**src/rtl/sigfmt_pkg.sv**
```systemverilog
package sigfmt_pkg;

  typedef enum logic [1:0] {
    MODE_T1_ABCD = 2'b00,
    MODE_T1_AB   = 2'b01,
    MODE_E1      = 2'b10,
    MODE_RSVD    = 2'b11
  } sig_mode_e;

  localparam int SLOT_BITS      = 8;
  localparam int BIT_IDX_W      = $clog2(SLOT_BITS);
  localparam int T1_CHANNELS    = 24;
  localparam int T1_FRAME_BITS  = T1_CHANNELS * SLOT_BITS + 1;
  localparam int WIDE_SLOTS     = 32;
  localparam int WIDE_FRAME_BITS = WIDE_SLOTS * SLOT_BITS;
  localparam int E1_CAS_SLOT    = 16;
  localparam int MF_T1_ABCD     = 24;
  localparam int MF_T1_AB       = 12;
  localparam int MF_E1          = 16;
  localparam int MAX_MF_FRAMES  = 24;

  function automatic logic is_t1(sig_mode_e m);
    return m != MODE_E1;
  endfunction

  // Number of bit positions per frame for a mode and backplane rate.
  function automatic int frame_bits(sig_mode_e m, logic wide);
    if (is_t1(m) && !wide) return T1_FRAME_BITS;
    return WIDE_FRAME_BITS;
  endfunction

  // Frames per multiframe.
  function automatic int mf_frames(sig_mode_e m);
    case (m)
      MODE_T1_AB: return MF_T1_AB;
      MODE_E1:    return MF_E1;
      default:    return MF_T1_ABCD;
    endcase
  endfunction

  // Whether a timeslot carries a signaling nibble at all.
  function automatic logic slot_carries(sig_mode_e m, int slot);
    if (m == MODE_E1) return (slot != 0) && (slot != E1_CAS_SLOT);
    return slot < T1_CHANNELS;
  endfunction

  // Lower-nibble image sent on the line, MSB first.
  function automatic logic [3:0] format_nibble(sig_mode_e m, logic [3:0] sig);
    if (m == MODE_T1_AB) return {sig[3], sig[2], sig[3], sig[2]};
    return sig;
  endfunction

endpackage

```
**src/rtl/sigfmt_timing.sv**
```systemverilog
module sigfmt_timing
  import sigfmt_pkg::*;
#(
  parameter int SLOT_W = 5,
  parameter int FCNT_W = 5,
  localparam int POS_W = SLOT_W + BIT_IDX_W
) (
  input  logic                 clk,
  input  logic                 rst_n,
  input  logic                 fsync,
  input  logic                 mfsync,
  input  logic                 freeze,
  input  sig_mode_e            mode,
  input  logic                 bp_2m,
  output logic [SLOT_W-1:0]    slot_nxt,
  output logic [BIT_IDX_W-1:0] bit_nxt,
  output logic                 fbit_nxt,
  output logic                 synced_nxt,
  output logic                 commit
);

  logic [POS_W-1:0]  pos_q, pos_nxt, off;
  logic [FCNT_W-1:0] fcnt_q;
  logic              synced_q;
  logic              narrow;
  logic              mf_boundary;

  assign narrow = is_t1(mode) && !bp_2m;

  always_comb begin
    if (fsync || int'(pos_q) >= frame_bits(mode, bp_2m) - 1) pos_nxt = '0;
    else pos_nxt = pos_q + 1'b1;
  end

  assign fbit_nxt   = narrow && (pos_nxt == '0);
  assign off        = narrow ? pos_nxt - 1'b1 : pos_nxt;
  assign slot_nxt   = off[POS_W-1:BIT_IDX_W];
  assign bit_nxt    = off[BIT_IDX_W-1:0];
  assign synced_nxt = synced_q | fsync;

  assign mf_boundary = mfsync || (int'(fcnt_q) >= mf_frames(mode) - 1);
  assign commit      = fsync && mf_boundary && !freeze;

  always_ff @(posedge clk) begin
    if (!rst_n) begin
      pos_q    <= '0;
      synced_q <= 1'b0;
      fcnt_q   <= '0;
    end else begin
      pos_q    <= pos_nxt;
      synced_q <= synced_nxt;
      if (fsync) fcnt_q <= mf_boundary ? '0 : fcnt_q + 1'b1;
    end
  end

  a_r2_fsync_restart: assert property (@(posedge clk) disable iff (!rst_n)
    fsync |=> (pos_q == '0));
  a_r6_commit_framed: assert property (@(posedge clk) disable iff (!rst_n)
    commit |-> fsync);
  a_r7_freeze_blocks: assert property (@(posedge clk) disable iff (!rst_n)
    freeze |-> !commit);
  a_r10_realign: assert property (@(posedge clk) disable iff (!rst_n)
    (fsync && mfsync && !freeze) |-> commit);

endmodule

```
**src/rtl/sigfmt_buffer.sv**
```systemverilog
module sigfmt_buffer
  import sigfmt_pkg::*;
#(
  parameter int NUM_SLOTS = 32,
  parameter int SIG_BITS  = 4,
  localparam int SLOT_W   = $clog2(NUM_SLOTS)
) (
  input  logic                clk,
  input  logic                rst_n,
  input  logic                wr_en,
  input  logic [SLOT_W-1:0]   wr_chan,
  input  logic [SIG_BITS-1:0] wr_sig,
  input  logic                commit,
  input  logic [SLOT_W-1:0]   rd_slot,
  output logic [SIG_BITS-1:0] rd_sig
);

  logic [NUM_SLOTS-1:0][SIG_BITS-1:0] stg_q;
  logic [NUM_SLOTS-1:0][SIG_BITS-1:0] act_q;

  for (genvar i = 0; i < NUM_SLOTS; i++) begin : g_chan
    logic hit;
    assign hit = wr_en && (int'(wr_chan) == i);

    always_ff @(posedge clk) begin
      if (!rst_n) begin
        stg_q[i] <= '0;
        act_q[i] <= '0;
      end else begin
        if (hit)    stg_q[i] <= wr_sig;
        if (commit) act_q[i] <= stg_q[i];
      end
    end

    a_r6_hold: assert property (@(posedge clk) disable iff (!rst_n)
      !commit |=> $stable(act_q[i]));
    a_r6_copy: assert property (@(posedge clk) disable iff (!rst_n)
      commit |=> (act_q[i] == $past(stg_q[i])));
  end

  assign rd_sig = act_q[rd_slot];

endmodule

```
**src/rtl/sigfmt_serializer.sv**
```systemverilog
module sigfmt_serializer
  import sigfmt_pkg::*;
#(
  parameter int SLOT_W   = 5,
  parameter int SIG_BITS = 4
) (
  input  logic                 clk,
  input  logic                 rst_n,
  input  sig_mode_e            mode,
  input  logic [SLOT_W-1:0]    slot_nxt,
  input  logic [BIT_IDX_W-1:0] bit_nxt,
  input  logic                 fbit_nxt,
  input  logic                 synced_nxt,
  input  logic [SIG_BITS-1:0]  rd_sig,
  output logic                 sig_out
);

  logic       live;
  logic [3:0] nib;
  logic       bit_val;
  logic       sig_q;

  // observation registers for the checks below
  logic [BIT_IDX_W-1:0] bit_q;
  logic [SLOT_W-1:0]    slot_q;
  logic                 live_q;
  logic                 d4_q;

  assign live    = synced_nxt && !fbit_nxt && slot_carries(mode, int'(slot_nxt));
  assign nib     = format_nibble(mode, rd_sig);
  assign bit_val = (live && bit_nxt[2]) ? nib[~bit_nxt[1:0]] : 1'b0;

  always_ff @(posedge clk) begin
    if (!rst_n) begin
      sig_q  <= 1'b0;
      bit_q  <= '0;
      slot_q <= '0;
      live_q <= 1'b0;
      d4_q   <= 1'b0;
    end else begin
      sig_q  <= bit_val;
      bit_q  <= bit_nxt;
      slot_q <= slot_nxt;
      live_q <= live;
      d4_q   <= (mode == MODE_T1_AB);
    end
  end

  assign sig_out = sig_q;

  a_r1_unsynced_zero: assert property (@(posedge clk) disable iff (!rst_n)
    !synced_nxt |=> !sig_out);
  a_r3_upper_zero: assert property (@(posedge clk) disable iff (!rst_n)
    !bit_nxt[2] |=> !sig_out);
  a_r8_t1_idle_slot: assert property (@(posedge clk) disable iff (!rst_n)
    (is_t1(mode) && !fbit_nxt && int'(slot_nxt) >= T1_CHANNELS) |=> !sig_out);
  a_r9_e1_idle_slot: assert property (@(posedge clk) disable iff (!rst_n)
    (mode == MODE_E1 && (slot_nxt == '0 || int'(slot_nxt) == E1_CAS_SLOT)) |=> !sig_out);
  a_r5_ab_repeat: assert property (@(posedge clk) disable iff (!rst_n)
    (bit_q == 3'd6 && live_q && d4_q && $past(d4_q) && $past(d4_q, 2) &&
     $past(live_q, 2) && $past(bit_q, 2) == 3'd4 && $past(slot_q, 2) == slot_q)
    |-> (sig_out == $past(sig_out, 2)));

endmodule

```
**src/rtl/sig_pcm_formatter.sv**
```systemverilog
module sig_pcm_formatter
  import sigfmt_pkg::*;
#(
  parameter int NUM_SLOTS = 32,
  parameter int SIG_BITS  = 4,
  localparam int SLOT_W   = $clog2(NUM_SLOTS),
  localparam int FCNT_W   = $clog2(MAX_MF_FRAMES)
) (
  input  logic              clk,
  input  logic              rst_n,
  input  logic              fsync,
  input  logic              mfsync,
  input  logic              freeze,
  input  logic [1:0]        mode,
  input  logic              bp_2m,
  input  logic              wr_en,
  input  logic [SLOT_W-1:0] wr_chan,
  input  logic [SIG_BITS-1:0] wr_sig,
  output logic              sig_out
);

  sig_mode_e            mode_e;
  logic [SLOT_W-1:0]    slot_nxt;
  logic [BIT_IDX_W-1:0] bit_nxt;
  logic                 fbit_nxt;
  logic                 synced_nxt;
  logic                 commit;
  logic [SIG_BITS-1:0]  rd_sig;

  assign mode_e = sig_mode_e'(mode);

  sigfmt_timing #(.SLOT_W(SLOT_W), .FCNT_W(FCNT_W)) u_timing (
    .clk        (clk),
    .rst_n      (rst_n),
    .fsync      (fsync),
    .mfsync     (mfsync),
    .freeze     (freeze),
    .mode       (mode_e),
    .bp_2m      (bp_2m),
    .slot_nxt   (slot_nxt),
    .bit_nxt    (bit_nxt),
    .fbit_nxt   (fbit_nxt),
    .synced_nxt (synced_nxt),
    .commit     (commit)
  );

  sigfmt_buffer #(.NUM_SLOTS(NUM_SLOTS), .SIG_BITS(SIG_BITS)) u_buffer (
    .clk     (clk),
    .rst_n   (rst_n),
    .wr_en   (wr_en),
    .wr_chan (wr_chan),
    .wr_sig  (wr_sig),
    .commit  (commit),
    .rd_slot (slot_nxt),
    .rd_sig  (rd_sig)
  );

  sigfmt_serializer #(.SLOT_W(SLOT_W), .SIG_BITS(SIG_BITS)) u_ser (
    .clk        (clk),
    .rst_n      (rst_n),
    .mode       (mode_e),
    .slot_nxt   (slot_nxt),
    .bit_nxt    (bit_nxt),
    .fbit_nxt   (fbit_nxt),
    .synced_nxt (synced_nxt),
    .rd_sig     (rd_sig),
    .sig_out    (sig_out)
  );

endmodule

```
**config.mk**
```make
export PLATFORM = sky130hd
export DESIGN_NAME = sig_pcm_formatter
export DESIGN_NICKNAME = d
export VERILOG_FILES = /design/src/rtl/sigfmt_pkg.sv /design/src/rtl/sigfmt_timing.sv /design/src/rtl/sigfmt_buffer.sv /design/src/rtl/sigfmt_serializer.sv /design/src/rtl/sig_pcm_formatter.sv
export SDC_FILE = /design/constraint.sdc
export NUM_CORES = 1
export LEC_CHECK = 0
export BUFFER_PORTS_ARGS = -buffer_cell sky130_fd_sc_hd__buf_2
export CAP_MARGIN = 5
export CORE_MARGIN = 3
export CORE_UTILIZATION = 40
export CTS_BUF_LIST = sky130_fd_sc_hd__clkbuf_8
export CTS_CLUSTER_SIZE = 30
export DETAILED_ROUTE_END_ITERATION = 10
export HOLD_SLACK_MARGIN = 0.03
export MAX_ROUTING_LAYER = met4
export SYNTH_ARGS = -nofsm -noshare
export SYNTH_HDL_FRONTEND = slang
export SYNTH_SLANG_ARGS = --single-unit
export TNS_END_PERCENT = 30
```
**constraint.sdc**
```tcl
create_clock -name clk -period 5.9 [get_ports clk]
set_input_delay 0.59 -clock clk [delete_from_list [all_inputs] [get_ports clk]]
set_output_delay 0.59 -clock clk [all_outputs]
set_load 0.005 [all_outputs]
```
* Yosys cells after proc, flatten, opt, wreduce, memory -nomap -nowiden
Cells that the tools add are included.
** Word-level totals
- Register bits :: 271
- Logic and storage cells :: 181
** Cells by class
- Add/subtract/negate cells :: 5
- Order comparisons :: 5
- Eq/ne operators :: 35
- Mux-type cells :: 17
- Bitwise operators :: 2
- Reduce and logical (&&, ||, !) cells :: 49
** Operator list (number)
- equality test 5 bit (second input constant) :: 16
- equality test 5 x 4 -> 1 bit (second input constant) :: 8
- logical AND 1 bit :: 40
- greater-or-equal comparator 6 x 32 -> 1 bit :: 1
- greater-or-equal comparator 9 x 32 -> 1 bit :: 1
- 2-to-1 mux 8 bit :: 3
- binary-select mux 4 bit (select 5 bit) :: 1
- equality test 5 x 3 -> 1 bit (second input constant) :: 4
- 2-to-1 mux 4 bit :: 3
- equality test 5 x 2 -> 1 bit (second input constant) :: 2
- case mux 5 bit (2 select lines) :: 1
- subtractor 9 x 1 -> 10 bit (second input constant) :: 1
- 2-to-1 mux 9 bit :: 1
- adder 8 x 1 -> 8 bit (second input constant) :: 1
- logical NOT 8 bit :: 1
- subtractor 8 x 1 -> 8 bit (second input constant) :: 1
- < comparator 5 x 6 -> 1 bit (second input constant) :: 1
- 2-to-1 mux 1 bit :: 6
- subtractor 5 x 1 -> 6 bit (second input constant) :: 1
- adder 5 x 1 -> 5 bit (second input constant) :: 1
- equality test 5 x 1 -> 1 bit (second input constant) :: 1
- logical NOT 5 bit :: 1
- < comparator 5 bit (second input constant) :: 1
- 2-to-1 mux 5 bit :: 1
- other kinds (12) :: 15

* Depth between registers and ports, before layout
- Word-level depth :: 17
- Mapped depth :: 23
- Mapped depth without buffers :: 21

* Cells and area by module
Synthesis repeated with hierarchy kept, for this count alone.
** Unflattened totals
- Cells, all modules :: 1231
- Area total of the unflattened synthesis :: 12334.3 um2
** By module, submodules not included
- sigfmt_buffer :: instances 1, cells each 1083, area each 11075.6 um2, seq. area each 5124.9 um2
- sigfmt_timing :: instances 1, cells each 139, area each 1167.4 um2, seq. area each 280.3 um2
- sigfmt_serializer :: instances 1, cells each 9, area each 91.3 um2, seq. area each 20.0 um2

* Worst setup path after synthesis
OpenSTA, ideal clock, no wires.
- Path type :: input -> register
- Start :: input mode[0]
- End :: register u_ser.sig_q, in the netlist u_ser.sig_out
- Library setup time :: 0.132 ns
- Data arrival time :: 4.865 ns
- Data required time :: 5.768 ns
- Path slack :: 0.903 ns
- Stages on the path :: 21
- Buffers on the path :: 2
- Path through :: inv_1 -> ha_1 -> or2_2 -> buf_4 -> ha_1 -> nand2b_1 -> a2111oi_4 -> nor3_2 -> nor3_1 -> inv_1 -> ha_1 -> nor3b_1 -> nand3_1 -> a21o_1 -> buf_6 -> and2_4 -> a2111oi_2 -> nor4b_1 -> a2111o_1 -> a211oi_1 -> a311oi_1
** Between the ends
- Cells in the longest elaborated chain, start to end :: 17
** RTL lines
- start: declaration :: line sig_pcm_formatter.sv:14 : input logic [1:0] mode,
- branches (longest 17 deep; another with greater-or-equal comparator 9 x 32 -> 1 bit)
- end signal: assignment :: line sigfmt_serializer.sv:41 : sig_q <= bit_val;
- end: declaration :: line sigfmt_serializer.sv:21 : logic sig_q;
Parallel ways; which one is timed is not known. The select of a mux whose other input is x is not followed.
A chain may end at the register's enable or synchronous reset.

* Worst setup path in the final report
Same ends and word-level chain as after synthesis.

==> reports/metrics.yaml <==
timing:
  maxSlewHeadroom: 0.2510
  rsz0062_at_grt: "no"
  setup-tns-final_ns: 0
  fin_crit_sh: 0.8817
  hold_ws_ns: 0.4573
  finalHoldViolations: 0
  setup_viol: 0
  fin_skew_ns: 0.02750
  period_minus_slack_ns: 5.202
  timing.fmax_mhz: 192.2
  fin_ws_ns: 0.6982
  drv_slew: 0
  worst_pin_slew_ns: 1.121
outcome:
  status: "finished clean"
grt:
  gr-total-overflow: 0
  grt_start_max_net_pins: 148
  antenna_found_initial: 0
  grt_use_total: 0.2030
  grt_pass1_wl_um: 52580
  grt_pass1_vias: 9251
synthesis:
  ys_warn_count: 0
  syn_inst: 1403
  syn_avg_cell_area_um2: 8.731
  synth_edf_count: 0
  synth_nets: 1432
  async_flop_share: 0
  yosys.area.top_type_share: 0.4429
  synth_seq_cells: 271
  synth_area_leaders: "dfxtp_1 (44%), nand2_1 (11%), a21boi_0 (11%)"
  synth_top_cell_by_area: "dfxtp_1"
  seq_area_frac_synth: 0.4429
  netlist_area_mm2: 0.01225
  ys.flop_type: "dfxtp_1"
  synth_cell_types: 70
die:
  dieArea_mm2: 0.03276
  rows: 63
  start_util: 0.4100
  core_mm2: 0.02987
  dieHeight_um: 181.0
  ios: 19
  die-width_um: 181.0
routing:
  wirelength_um: 32820
  vias: 9625
  viasPerCell: 5.327
  firstDrtPassIters: 5
  drt-initial-drc-count: 875
  drc: 0
  wl_per_cell_um: 18.16
  drtAntennaViolNets: 0
setup_path:
  path_class: "input pin to register"
  cp-start-kind: "input pin"
  reg2reg_slack_ns: 0.89
  r2r_cells: 17
  endpoint_kind: "register"
  timing.rr.start: "u_timing.pos_q[0]$_SDFF_PN0_"
  path_max_fanout: 17
  worstPathArrival_ns: 5.67
  rr_endpoint: "u_ser.sig_out$_SDFF_PN0_"
  cp.required_ns: 6.37
place:
  place_area_mm2: 0.01262
  dp_worst_setup_slack_ns: 0.1533
  portBuffers: 18
  place_congestion: 0.9205
  dpl.hpwl_um: 20690
cts:
  post_cts_buffers: 0
  cts_tree: "built"
  cts_resized: 0
  clock_latency_ns: 0.57
  cts_buffers: 46
  path_clk_slew_ns: 0.06
  htreeDepth: 2
  clock_path_buffers: 3
  ctsHoldBuffers: 0
  clock_tree.root_cell: "clkbuf_8"
  cts.sinks: 271
final_layout:
  drive_gt1_frac: 0.09739
  multi_input_area_mm2: 0.006401
  final_area_mm2: 0.01355
  diodes: 0
  regArea_mm2: 0.005425
  synthToLayoutAreaGrowth_pct: 10.62
  nFillCells: 2891
  fin_nets: 1420
power_and_ir_drop:
  p_leak_nw: 4.584
  ir_worst_vdd_v: 0.0001708
  power_density_mw_per_mm2: 284.2
hold_path:
  hp-class: "register to register"
  worstHoldEndpoint: "u_buffer.act_q[1]$_SDFFE_PN0P_"
  min_from: "u_buffer.stg_q[1]$_SDFFE_PN0P_"
  whs_path_depth: 2
run:
  cap_violations: 0
[state kept, by name, summed over array words and instances, names as in the netlist]
signal	cells
u_buffer.stg_q	128
u_timing.pos_q	8
u_timing.synced_q	1
u_ser.sig_out	1
u_buffer.act_q	128
u_timing.fcnt_q	5
[metrics by stage]
step | utilization | power, mW | cells
6_report | 0.4536 | 3.851 | 1807
5_1_grt | 0.4536 | 3.987 | 1807
4_1_cts | 0.4536 | 3.887 | 1807
3_5_place_dp | 0.4223 | 2.158 | 1733
3_3_place_gp | 0.4223 | 2.157 | 1733
2_1_floorplan | - | 2.071 | 1403
[layer usage]
metal / share of wire / global-route usage
met5: 0 / -
met4: 0.014 / 0.04357
met3: 0.055 / 0.03181
met2: 0.45 / 0.3061
met1: 0.48 / 0.2897
[worst max-delay path: stages]
cell,delay (ns)
buf_2,0.10
inv_1,0.07
ha_1,0.25
or2_2,0.16
buf_4,0.17
clkinv_1,0.10
ha_1,0.33
a2111oi_4,0.09
nor3_2,0.34
nor3_1,0.11
inv_1,0.08
ha_1,0.15
nor3b_1,0.90
o31a_1,0.31
a21o_1,0.44
buf_4,0.36
o311ai_0,0.16
or4_1,0.54
nand4_1,0.12
a211oi_1,0.08
a311oi_1,0.23
[area by class of cell]
type | instances | share of cell area
Multi-Input combinational cell | 1021 | 0.4724
Sequential cell | 271 | 0.4004
Clock buffer | 59 | 0.05993
Tap cell | 390 | 0.03601
Timing Repair Buffer | 40 | 0.01930
Clock inverter | 15 | 0.008957
Inverter | 11 | 0.003047
[report_power, final]
group	switching [mW]	total, mW	internal (mW)
clock network	0.753	1.73	0.977
registers	0.00641	1.85	1.84
logic	0.185	0.274	0.0888
total	0.945	3.85	2.91
[synth_stat cells, types with 3 or more instances]
| cell | number |
|---|---|
| a311oi_1 | 5 |
| mux2_2 | 4 |
| buf_6 | 3 |
| a21o_1 | 5 |
| buf_2 | 7 |
| nand2_1 | 361 |
| clkbuf_1 | 86 |
| mux2i_1 | 103 |
| nor2_1 | 38 |
| o21ai_0 | 19 |
| dfxtp_1 | 271 |
| buf_4 | 3 |
| xor2_1 | 7 |
| inv_1 | 10 |
| nand2b_1 | 8 |
| xnor2_1 | 6 |
| nor2b_1 | 85 |
| a211oi_1 | 9 |
| mux4_2 | 10 |
| a2111oi_0 | 5 |
| nand3_1 | 56 |
| a21oi_1 | 15 |
| and2_1 | 7 |
| ha_1 | 11 |
| nor3_1 | 9 |
| o22ai_1 | 3 |
| nand4_1 | 7 |
| a22oi_1 | 5 |
| and3_1 | 7 |
| a32oi_1 | 4 |
| or4_1 | 3 |
| a21boi_0 | 176 |
| or2_2 | 4 |
| nor3b_1 | 3 |
[worst max path at each step]
stage | startpoint | end | slack, ns
3_5_place_dp | mode[0] | u_ser.sig_out$_SDFF_PN0_ | 0.15
6_report | mode[0] | u_ser.sig_out$_SDFF_PN0_ | 0.70
4_1_cts | mode[0] | u_ser.sig_out$_SDFF_PN0_ | 0.71
5_1_grt | mode[0] | u_ser.sig_out$_SDFF_PN0_ | 0.28
2_1_floorplan | mode[0] | u_ser.sig_out$_SDFF_PN0_ | 0.90
3_3_place_gp | mode[0] | u_ser.sig_out$_SDFF_PN0_ | 0.24
[kinds of logic (layout without fill, tap and decap cells)]
group                      count (synthesis)  count (layout)  synth area share
AOI/OAI and AO/OA                        278             278            0.1704
buffers and inverters                    111             125           0.03749
DFF                                      271             271            0.4429
and+or+nand+nor                          602             602            0.2225
adders and majority gates                 11              11           0.01124
xor gates and xnor gates                  13              13          0.009295
muxes                                    117             117            0.1062
[placed cells by master (no fill, tap or decap), types with 8 or more instances in the layout]
cell,instances
ha_1,11
nor3_1,8
clkbuf_8,59
buf_4,22
a21oi_1,15
o21ai_0,19
a211oi_1,9
mux2i_1,103
inv_1,21
nand2_1,361
nor2_1,37
buf_2,17
nand3_1,56
nor2b_1,85
dfxtp_1,271
a21boi_0,176
mux4_2,10
nand2b_1,8
Note: power is estimated with default switching activity, not from simulation.
